`src/rtl/tmr_pkg.sv`:
```
package tmr_pkg;
  localparam int WORD_W = 32;
  localparam int NWORDS = 2;

  localparam logic [7:0] OFF_CNT_LO  = 8'h00;
  localparam logic [7:0] OFF_CTRL    = 8'h08;
  localparam logic [7:0] OFF_STAT    = 8'h0C;
  localparam logic [7:0] OFF_CMP_LO  = 8'h10;
  localparam logic [7:0] OFF_STEP    = 8'h18;
  localparam int         WORD_BYTES  = 4;

  localparam int CTRL_W = 4;

  typedef struct packed {
    logic auto_rld;
    logic irq_en;
    logic cmp_en;
    logic run;
  } ctrl_t;
endpackage

```
`src/rtl/tmr_regif.sv`:
```
module tmr_regif #(
  parameter int WORD_W = tmr_pkg::WORD_W,
  parameter int NWORDS = tmr_pkg::NWORDS,
  parameter int ADDR_W = 5,
  localparam int CW    = WORD_W * NWORDS
) (
  input  logic                clk,
  input  logic                rst_n,
  input  logic                bus_sel,
  input  logic                bus_wr,
  input  logic [ADDR_W-1:0]   bus_addr,
  input  logic [WORD_W-1:0]   bus_wdata,
  output logic [WORD_W-1:0]   bus_rdata,
  input  logic [CW-1:0]       cnt,
  input  logic [CW-1:0]       cmp,
  input  logic [WORD_W-1:0]   step,
  input  logic                flag,
  output tmr_pkg::ctrl_t      ctrl,
  output logic [NWORDS-1:0]   wr_cnt,
  output logic [NWORDS-1:0]   wr_cmp,
  output logic                wr_step,
  output logic                clr_flag
);
  import tmr_pkg::*;

  logic wr_any;
  assign wr_any = bus_sel & bus_wr;

  function automatic logic at(input logic [ADDR_W-1:0] a, input logic [7:0] off);
    return a == ADDR_W'(off);
  endfunction

  genvar w;
  generate
    for (w = 0; w < NWORDS; w++) begin : g_strobe
      assign wr_cnt[w] = wr_any & at(bus_addr, OFF_CNT_LO + 8'(w * WORD_BYTES));
      assign wr_cmp[w] = wr_any & at(bus_addr, OFF_CMP_LO + 8'(w * WORD_BYTES));
    end
  endgenerate

  assign wr_step  = wr_any & at(bus_addr, OFF_STEP);
  assign clr_flag = wr_any & at(bus_addr, OFF_STAT) & bus_wdata[0];

  always_ff @(posedge clk or negedge rst_n) begin
    if (!rst_n) ctrl <= '0;
    else if (wr_any && at(bus_addr, OFF_CTRL)) ctrl <= ctrl_t'(bus_wdata[CTRL_W-1:0]);
  end

  always_comb begin
    bus_rdata = '0;
    for (int i = 0; i < NWORDS; i++) begin
      if (at(bus_addr, OFF_CNT_LO + 8'(i * WORD_BYTES))) bus_rdata = cnt[i*WORD_W +: WORD_W];
      if (at(bus_addr, OFF_CMP_LO + 8'(i * WORD_BYTES))) bus_rdata = cmp[i*WORD_W +: WORD_W];
    end
    if (at(bus_addr, OFF_CTRL)) bus_rdata = WORD_W'(ctrl);
    if (at(bus_addr, OFF_STAT)) bus_rdata = WORD_W'(flag);
    if (at(bus_addr, OFF_STEP)) bus_rdata = step;
  end

  // control keeps only its defined bits
  assert_ctrl_written_R2: assert property (@(posedge clk) disable iff (!rst_n)
    (wr_any && at(bus_addr, OFF_CTRL)) |=> (WORD_W'(ctrl) == ($past(bus_wdata) & WORD_W'((1 << CTRL_W) - 1))));
endmodule

```
`src/rtl/tmr_counter.sv`:
```
module tmr_counter #(
  parameter int WORD_W = tmr_pkg::WORD_W,
  parameter int NWORDS = tmr_pkg::NWORDS,
  localparam int CW    = WORD_W * NWORDS
) (
  input  logic              clk,
  input  logic              rst_n,
  input  logic              run,
  input  logic [NWORDS-1:0] wr_word,
  input  logic [WORD_W-1:0] wdata,
  output logic [CW-1:0]     cnt
);
  function automatic logic [CW-1:0] bump(input logic [CW-1:0] v);
    return v + CW'(1);
  endfunction

  logic [CW-1:0] cnt_nxt;
  logic          sw_load;

  assign sw_load = |wr_word;

  always_comb begin
    cnt_nxt = run ? bump(cnt) : cnt;
    for (int i = 0; i < NWORDS; i++)
      if (wr_word[i]) cnt_nxt[i*WORD_W +: WORD_W] = wdata;
  end

  always_ff @(posedge clk or negedge rst_n) begin
    if (!rst_n) cnt <= '0;
    else        cnt <= cnt_nxt;
  end

  // one step per running cycle across the whole width
  assert_count_step_R3: assert property (@(posedge clk) disable iff (!rst_n)
    (run && !sw_load) |=> (cnt == $past(cnt) + CW'(1)));
  assert_count_hold_R3: assert property (@(posedge clk) disable iff (!rst_n)
    (!run && !sw_load) |=> $stable(cnt));
endmodule

```
`src/rtl/tmr_match.sv`:
```
module tmr_match #(
  parameter int WORD_W = tmr_pkg::WORD_W,
  parameter int NWORDS = tmr_pkg::NWORDS,
  localparam int CW    = WORD_W * NWORDS
) (
  input  logic              clk,
  input  logic              rst_n,
  input  logic [CW-1:0]     cnt,
  input  logic              cmp_en,
  input  logic              auto_rld,
  input  logic [NWORDS-1:0] wr_cmp,
  input  logic              wr_step,
  input  logic              clr_flag,
  input  logic [WORD_W-1:0] wdata,
  output logic [CW-1:0]     cmp,
  output logic [WORD_W-1:0] step,
  output logic              flag,
  output logic              hit
);
  function automatic logic reached(input logic [CW-1:0] c, input logic [CW-1:0] k);
    return c >= k;
  endfunction

  function automatic logic [CW-1:0] advance(input logic [CW-1:0] k, input logic [WORD_W-1:0] s);
    return k + CW'(s);
  endfunction

  logic armed;
  logic cmp_load;

  assign cmp_load = |wr_cmp;
  assign hit      = cmp_en & armed & reached(cnt, cmp);

  always_ff @(posedge clk or negedge rst_n) begin
    if (!rst_n) begin
      cmp   <= '0;
      armed <= 1'b1;
    end else if (cmp_load) begin
      for (int i = 0; i < NWORDS; i++)
        if (wr_cmp[i]) cmp[i*WORD_W +: WORD_W] <= wdata;
      armed <= 1'b1;
    end else if (hit) begin
      if (auto_rld) cmp   <= advance(cmp, step);
      else          armed <= 1'b0;
    end
  end

  always_ff @(posedge clk or negedge rst_n) begin
    if (!rst_n)       step <= '0;
    else if (wr_step) step <= wdata;
  end

  always_ff @(posedge clk or negedge rst_n) begin
    if (!rst_n)        flag <= 1'b0;
    else if (hit)      flag <= 1'b1;
    else if (clr_flag) flag <= 1'b0;
  end

  // the flag only rises after an event
  assert_flag_from_hit_R5: assert property (@(posedge clk) disable iff (!rst_n)
    $rose(flag) |-> $past(hit));
  // one-shot does not repeat without a rewrite
  assert_oneshot_single_R6: assert property (@(posedge clk) disable iff (!rst_n)
    (hit && !auto_rld && !cmp_load) |=> !hit);
  // auto-reload adds the step
  assert_reload_step_R7: assert property (@(posedge clk) disable iff (!rst_n)
    (hit && auto_rld && !cmp_load) |=> (cmp == $past(cmp) + CW'($past(step))));
  // a clear with no event empties the flag; an event wins
  assert_w1c_clears_R8: assert property (@(posedge clk) disable iff (!rst_n)
    (clr_flag && !hit) |=> !flag);
  assert_set_wins_R8: assert property (@(posedge clk) disable iff (!rst_n)
    hit |=> flag);
endmodule

```
`src/rtl/cmp_timer64.sv`:
```
module cmp_timer64 #(
  parameter int ADDR_W = 5
) (
  input  logic        clk,
  input  logic        rst_n,
  input  logic        bus_sel,
  input  logic        bus_wr,
  input  logic [4:0]  bus_addr,
  input  logic [31:0] bus_wdata,
  output logic [31:0] bus_rdata,
  output logic        irq
);
  import tmr_pkg::*;
  localparam int CW = WORD_W * NWORDS;

  ctrl_t              ctrl;
  logic [NWORDS-1:0]  wr_cnt;
  logic [NWORDS-1:0]  wr_cmp;
  logic               wr_step;
  logic               clr_flag;
  logic [CW-1:0]      cnt;
  logic [CW-1:0]      cmp;
  logic [WORD_W-1:0]  step;
  logic               flag;
  logic               hit;

  tmr_regif #(.WORD_W(WORD_W), .NWORDS(NWORDS), .ADDR_W(ADDR_W)) u_regif (
    .clk(clk), .rst_n(rst_n), .bus_sel(bus_sel), .bus_wr(bus_wr),
    .bus_addr(ADDR_W'(bus_addr)), .bus_wdata(bus_wdata), .bus_rdata(bus_rdata),
    .cnt(cnt), .cmp(cmp), .step(step), .flag(flag), .ctrl(ctrl),
    .wr_cnt(wr_cnt), .wr_cmp(wr_cmp), .wr_step(wr_step), .clr_flag(clr_flag)
  );

  tmr_counter #(.WORD_W(WORD_W), .NWORDS(NWORDS)) u_counter (
    .clk(clk), .rst_n(rst_n), .run(ctrl.run), .wr_word(wr_cnt),
    .wdata(bus_wdata), .cnt(cnt)
  );

  tmr_match #(.WORD_W(WORD_W), .NWORDS(NWORDS)) u_match (
    .clk(clk), .rst_n(rst_n), .cnt(cnt), .cmp_en(ctrl.cmp_en),
    .auto_rld(ctrl.auto_rld), .wr_cmp(wr_cmp), .wr_step(wr_step),
    .clr_flag(clr_flag), .wdata(bus_wdata), .cmp(cmp), .step(step),
    .flag(flag), .hit(hit)
  );

  assign irq = flag & ctrl.irq_en;

  // the interrupt only rises once the flag is held or an event arrives
  assert_irq_needs_flag_R5: assert property (@(posedge clk) disable iff (!rst_n)
    $rose(irq) |-> (flag && ($past(hit) || $past(flag))));
endmodule

```
`config.mk`:
```
export PLATFORM = sky130hd
export DESIGN_NAME = cmp_timer64
export DESIGN_NICKNAME = d
export VERILOG_FILES = /design/src/rtl/tmr_pkg.sv /design/src/rtl/tmr_regif.sv /design/src/rtl/tmr_counter.sv /design/src/rtl/tmr_match.sv /design/src/rtl/cmp_timer64.sv
export SDC_FILE = /design/constraint.sdc
export NUM_CORES = 1
export LEC_CHECK = 0
export BUFFER_PORTS_ARGS = -buffer_cell sky130_fd_sc_hd__buf_2
export CORE_MARGIN = 2
export CORE_UTILIZATION = 63
export CTS_BUF_LIST = sky130_fd_sc_hd__clkbuf_8 sky130_fd_sc_hd__clkbuf_16
export DETAILED_ROUTE_END_ITERATION = 12
export PLACE_DENSITY = 0.82
export SETUP_SLACK_MARGIN = 0.02
export SLEW_MARGIN = 20
export SYNTH_ARGS = -nofsm -noshare
export SYNTH_HDL_FRONTEND = slang
export SYNTH_SLANG_ARGS = --single-unit
```
`constraint.sdc`:
```
create_clock -name clk -period 4.16 [get_ports clk]
set_clock_uncertainty 0.2 [all_clocks]
set_input_delay 0.416 -clock clk [delete_from_list [all_inputs] [get_ports clk]]
set_output_delay 0.416 -clock clk [all_outputs]
set_load 0.02 [all_outputs]
```
Word-level counts from Yosys, hierarchy flattened. Index checks and enable logic that the tools add are counted.

Flip-flop bits (word level): 166.

Order comparisons: 1. Mux-type cells: 20. Reduce and logical (&&, ||, !) cells: 11. Add/sub/neg operators: 2. Bitwise operators: 11. Equal/unequal tests: 9.

Operators by type and width (count): $mux 32 (11); $mux 64 (4); $add 64x1->64 const B (1); $add 64x32->64 (1); $ge 64x64->1 (1); $eq 5x5->1 const B (3); $and 1x1->1 (11); $eq 5x4->1 const B (2); $reduce_bool 2->1 (5); $ne 2x1->1 const B (3); $reduce_and 3->1 (2); $eq 5x3->1 const B (1); $logic_not 5->1 (1); $mux 1 (5); $reduce_and 2->1 (1); $reduce_or 2->1 (1); $logic_and 1x1->1 (1).

Depth between registers and ports, before layout.
Depth after elaboration: 8. Depth in mapped cells: 14. Mapped depth without buffers: 12.

By module. Synthesis repeated with hierarchy kept, for this count alone.

Cell total of the unflattened synthesis: 1671. Area total of the unflattened synthesis: 14187.4 um^2.

By module, submodules not included: tmr_match (cells an instance 989, seq. area each 2453.6 um^2, times used 1, area an instance 8500.7 um^2); tmr_counter (cells an instance 452, seq. area each 1601.5 um^2, times used 1, area an instance 3986.3 um^2); tmr_regif (cells an instance 229, seq. area each 100.1 um^2, times used 1, area an instance 1694.1 um^2); cmp_timer64 (cells an instance 1, seq. area each 0.0 um^2, times used 1, area an instance 6.3 um^2).

Least setup slack after synthesis. OpenSTA, ideal clock, no wires.

Kind: register -> register. Start point: register u_match.cmp[0]. End point: register u_match.cmp[60]. Slack: 989 ps. Cell stages (with the launch flop): 15. Setup time: 127 ps. Data arrival time: 2845 ps. Cell sequence: dfrtp_1 -> ha_1 -> inv_1 -> fa_1 -> nor2b_1 -> o2111ai_1 -> a21boi_0 -> a2111o_1 -> a31oi_1 -> a21oi_1 -> buf_2 -> buf_1 -> nand4_1 -> o21ai_0 -> o2bb2a_1.

Cells in the longest elaborated chain, start to end: 4. Elaborated cells between the ends (all ways): 8. Classes of those cells: add/sub: 1; order compare: 1; mux: 3; bitwise: 1; reduce/logical: 2.

RTL lines: start, declared (RTL line tmr_match.sv:15) `output logic [CW-1:0] cmp,`; start signal, assigned by index (RTL line tmr_match.sv:40) `if (wr_cmp[i]) cmp[i*WORD_W +: WORD_W] <= wdata;`; start signal, assigned (RTL line tmr_match.sv:43) `if (auto_rld) cmp <= advance(cmp, step);`; $add 64x32->64 / $ge 64x64->1 (equally long branches) (RTL line tmr_match.sv:25, tmr_match.sv:21); $mux 64 / $and 1x1->1 (equally long branches) (RTL line tmr_match.sv:43, tmr_match.sv:32); $mux 64 / $reduce_bool 2->1 (equally long branches); $mux 64 / $reduce_and 3->1 (equally long branches).

Parallel ways exist; a longest one is shown, timed or not. The select of a mux whose other input is x is not followed. A chain may end at the register's enable or synchronous reset.

Worst setup path in the final report.
Start point: register u_counter.cnt[14]. End point: register u_match.cmp[20].

Cells in the longest elaborated chain, start to end: 4.

RTL lines: start, declared (RTL line tmr_counter.sv:11) `output logic [CW-1:0] cnt`; start signal, assigned (RTL line tmr_counter.sv:30) `else cnt <= cnt_nxt;`; $ge 64x64->1 (RTL line tmr_match.sv:21) `return c >= k;`; $and 1x1->1 (RTL line tmr_match.sv:32) `assign hit = cmp_en & armed & reached(cnt, cmp);`; $reduce_bool 2->1 (no line); $reduce_and 3->1 (no line).

No other way between the ends.

==> metrics.txt <==
status=finished, final reports clean; DR vias/cell=~6.7; layout cells sized above 1=13.74%; register area=a little over 4000 um2; area occupied by multi-input gates=~8000 um2; number of port buffers=73; Top Usage Layer GRT=met2; initial antenna violation count=0; Setup Buffers After CTS=0; num rows=between 50 and 60; routed len/inst=22.59 um; first-pass GRT wire length=66120 um; largest net degree at the start of global routing=just over 80; CTS Sinks=166; met3 usage=around 10%; io pins=74; Startpoint Class=flop; Mapped Avg Cell Area=approximately 8.3 um2; Final ANT Viol Nets=0; GRT Overall Usage=a little under 40%; Max H-tree Level=4; final hold vios=0; Max Fclk=roughly 250 MHz; grt met1 use=54.88%; Clock Path Buffers=2; Period minus WS final=around 3900 ps; Sw Share=around two fifths; kind of critical path=flop to flop; initial DRC count=between 1500 and 2000; NetSw=roughly 2.8 mW; GRT met2 Usage=61.13%; Layout area overhead=10.78%; Setup TNS=0 ps; Tcrit/Tclk final=a little over nine tenths; WHS=61.93 ps; Clock Root Buffer=clkbuf_16; Bufs and invs on worst path=1; routed via count=around 13000; slowest CP cell=nor4_1; Slew HR=27.94%; crit-path cells=ha_1 -> nand4_1 -> nor4_1 -> a311oi_1 -> a311o_1 -> a41oi_2 -> nand4_2 -> nand2_2 -> buf_12 -> nor2_1 -> a31oi_1; Num CTS Buffers=17; FFs w/ async S/R, synth=100.0%; Peak VDD IR=roughly 290 uV; Yosys reg bits=about 170; Hold Crit Class=input pin to flop; setup violators final=0; RSZ-0062 raised after global routing=no; Worst path max stage delay=around 640 ps; CTS clk-pin slew, worst paths=70 ps; worst skew pair latency=about 450 ps; syn nets=1676; Final Max Slew Viols=0; Initial Util=roughly two thirds; EDFF count, synth=0; hpwl dp=around 31000 um; P_int=about 4 mW; Fillers=between 1500 and 2000; Routed WL=between 40000 and 50000 um; Placer Congestion=0.9904; Antenna Cells=0; Synth Cell Area=~13000 um2; core area=slightly below 20000 um2; Least-Margin Pin Slew=roughly 1100 ps; GRT Residual Overflow=0; number of global-route vias before repair=between 10000 and 15000; Synth Warn #=0; crit path max fanout=38; most frequent cells in the layout=nand2_1 (213), dfrtp_1 (165), a21oi_1 (146); top_reg_cell synth=dfrtp_1; Combinational Power Share=between 30% and 40%; Clock Power Share=25.3%; Yosys cell types=77; CTS tree=built; Critical Path RT=about 4300 ps; Crit. End Element=flop; cells after synthesis=roughly 1500; Worst Path Arrival=approximately 4100 ps; Flop pwr share=about 36%; Die H=between 100 and 150 um; Nets=between 1500 and 2000; DRT Pass-1 Iters=6; Pwr per Cell Area=481.1 nW/um2; sequential area share after synthesis=~33%; Overall Power=between 6 and 7 mW; DR DRC count=0; most common cell after layout, fill and taps aside=nand2_1; max cap viols=0; full die area=~21000 um2; critical path's top delay family=simple AND/OR/NAND/NOR gates; die width=~150 um; Static Leakage=around 6.2 nW
-- synth_stat cells (9+ instances only) --
cell type | n | share of area [%]
a31oi_1 | 24 | 1.2
a21o_1 | 14 | 0.83
xnor2_1 | 43 | 3.0
and3_1 | 23 | 1.1
mux2i_1 | 33 | 2.6
a31o_2 | 9 | 0.62
nand2_1 | 215 | 6.3
o22ai_1 | 17 | 0.84
nor4_1 | 9 | 0.44
a221o_1 | 26 | 2.0
dfrtp_1 | 165 | 32
clkbuf_1 | 50 | 1.5
ha_1 | 97 | 9.5
mux2_2 | 38 | 3.4
xor2_1 | 46 | 3.2
nor2_1 | 137 | 4.0
inv_1 | 82 | 2.4
nand3_1 | 39 | 1.5
nand4_1 | 38 | 1.9
nor3_1 | 21 | 0.83
o21ai_0 | 109 | 4.3
a21oi_1 | 146 | 5.7
buf_2 | 10 | 0.39
-- path summary, 6_finish.rpt --
path | startpoint | to | slack, ps | depth (start not counted)
max | u_counter.cnt[14] | u_match.cmp[20] | 230 | 11
min | bus_wdata[13] | u_counter.cnt[45] | 60 | 3
max reg2reg | u_counter.cnt[14] | u_match.cmp[20] | 230 | 11
min reg2reg | u_match.armed | u_match.armed | 310 | 2
max in group asynchronous | rst_n | u_match.cmp[23] | 2400 | 3
min in group asynchronous | rst_n | u_counter.cnt[9] | 420 | 2
-- worst reg2reg max path, stage by stage, from the launching register on --
cell,delay [ps]
dfrtp_1,460
ha_1,380
nand4_1,140
nor4_1,640
a311oi_1,200
a311o_1,390
a41oi_2,270
nand4_2,250
nand2_2,380
buf_12,260
nor2_1,110
a31oi_1,180
-- cells by family (layout without fill, tap and decap cells) --
family | count (synthesis) | after routing | synth area share, %
and+or+nand+nor | 537 | 537 | 19.63
AOI/OAI and AO/OA | 421 | 421 | 20.70
DFF | 166 | 166 | 32.66
buffers and inverters | 152 | 224 | 4.701
adders and majority gates | 98 | 98 | 9.696
xor gates and xnor gates | 89 | 89 | 6.126
muxes | 74 | 74 | 6.490
-- power groups by stage --
stage | Clock (mW) | Sequential, mW | Combinational [mW]
6_report | 1.72 | 2.45 | 2.62
4_1_cts | 1.72 | 2.43 | 2.57
5_1_grt | 1.79 | 2.50 | 2.91
3_5_place_dp | 0 | 2.46 | 2.53
2_1_floorplan | 0 | 2.31 | 1.87
3_3_place_gp | 0 | 2.44 | 2.44
-- per-stage QoR --
stage	std cells	utilization, %	instance area, um2	setup WS [ps]
after floorplan	1537	-	12720	988.6
after global placement	1841	68.52	13470	459.9
after detailed placement	1841	68.52	13470	433.3
after CTS	1874	71.71	14090	359.2
after global routing	1874	71.71	14090	108.8
final	1874	71.71	14090	225.8
-- final cells by class --
cell class	instances	share of cell area, %
clock buffers	17	3.018
clock inverters	15	1.367
inverters	82	2.184
multi-input cells	1219	56.80
flip-flops and latches	166	29.48
well taps	265	2.352
repair buffers	110	4.802
-- registers in the layout, indices dropped and copies added (netlist names) --
register and count:
u_match.cmp 64, u_counter.cnt 64, u_match.step 32, u_match.armed 1, u_regif.ctrl 4, u_match.flag 1
-- routing by layer --
layer | share of wire, % | wire length, um
met1 | 40 | 17070
met3 | 12 | 4978
met5 | 0 | 0
met4 | 3.5 | 1461
met2 | 44 | 18820
-- repair_timing --
item                       in CTS  in global routing
setup endpoints to repair       0                  0
hold buffers                    1                  0
resized for setup               0                  0
hold endpoints to repair       79                  0
No activity file was read; power rests on OpenSTA's default activity.
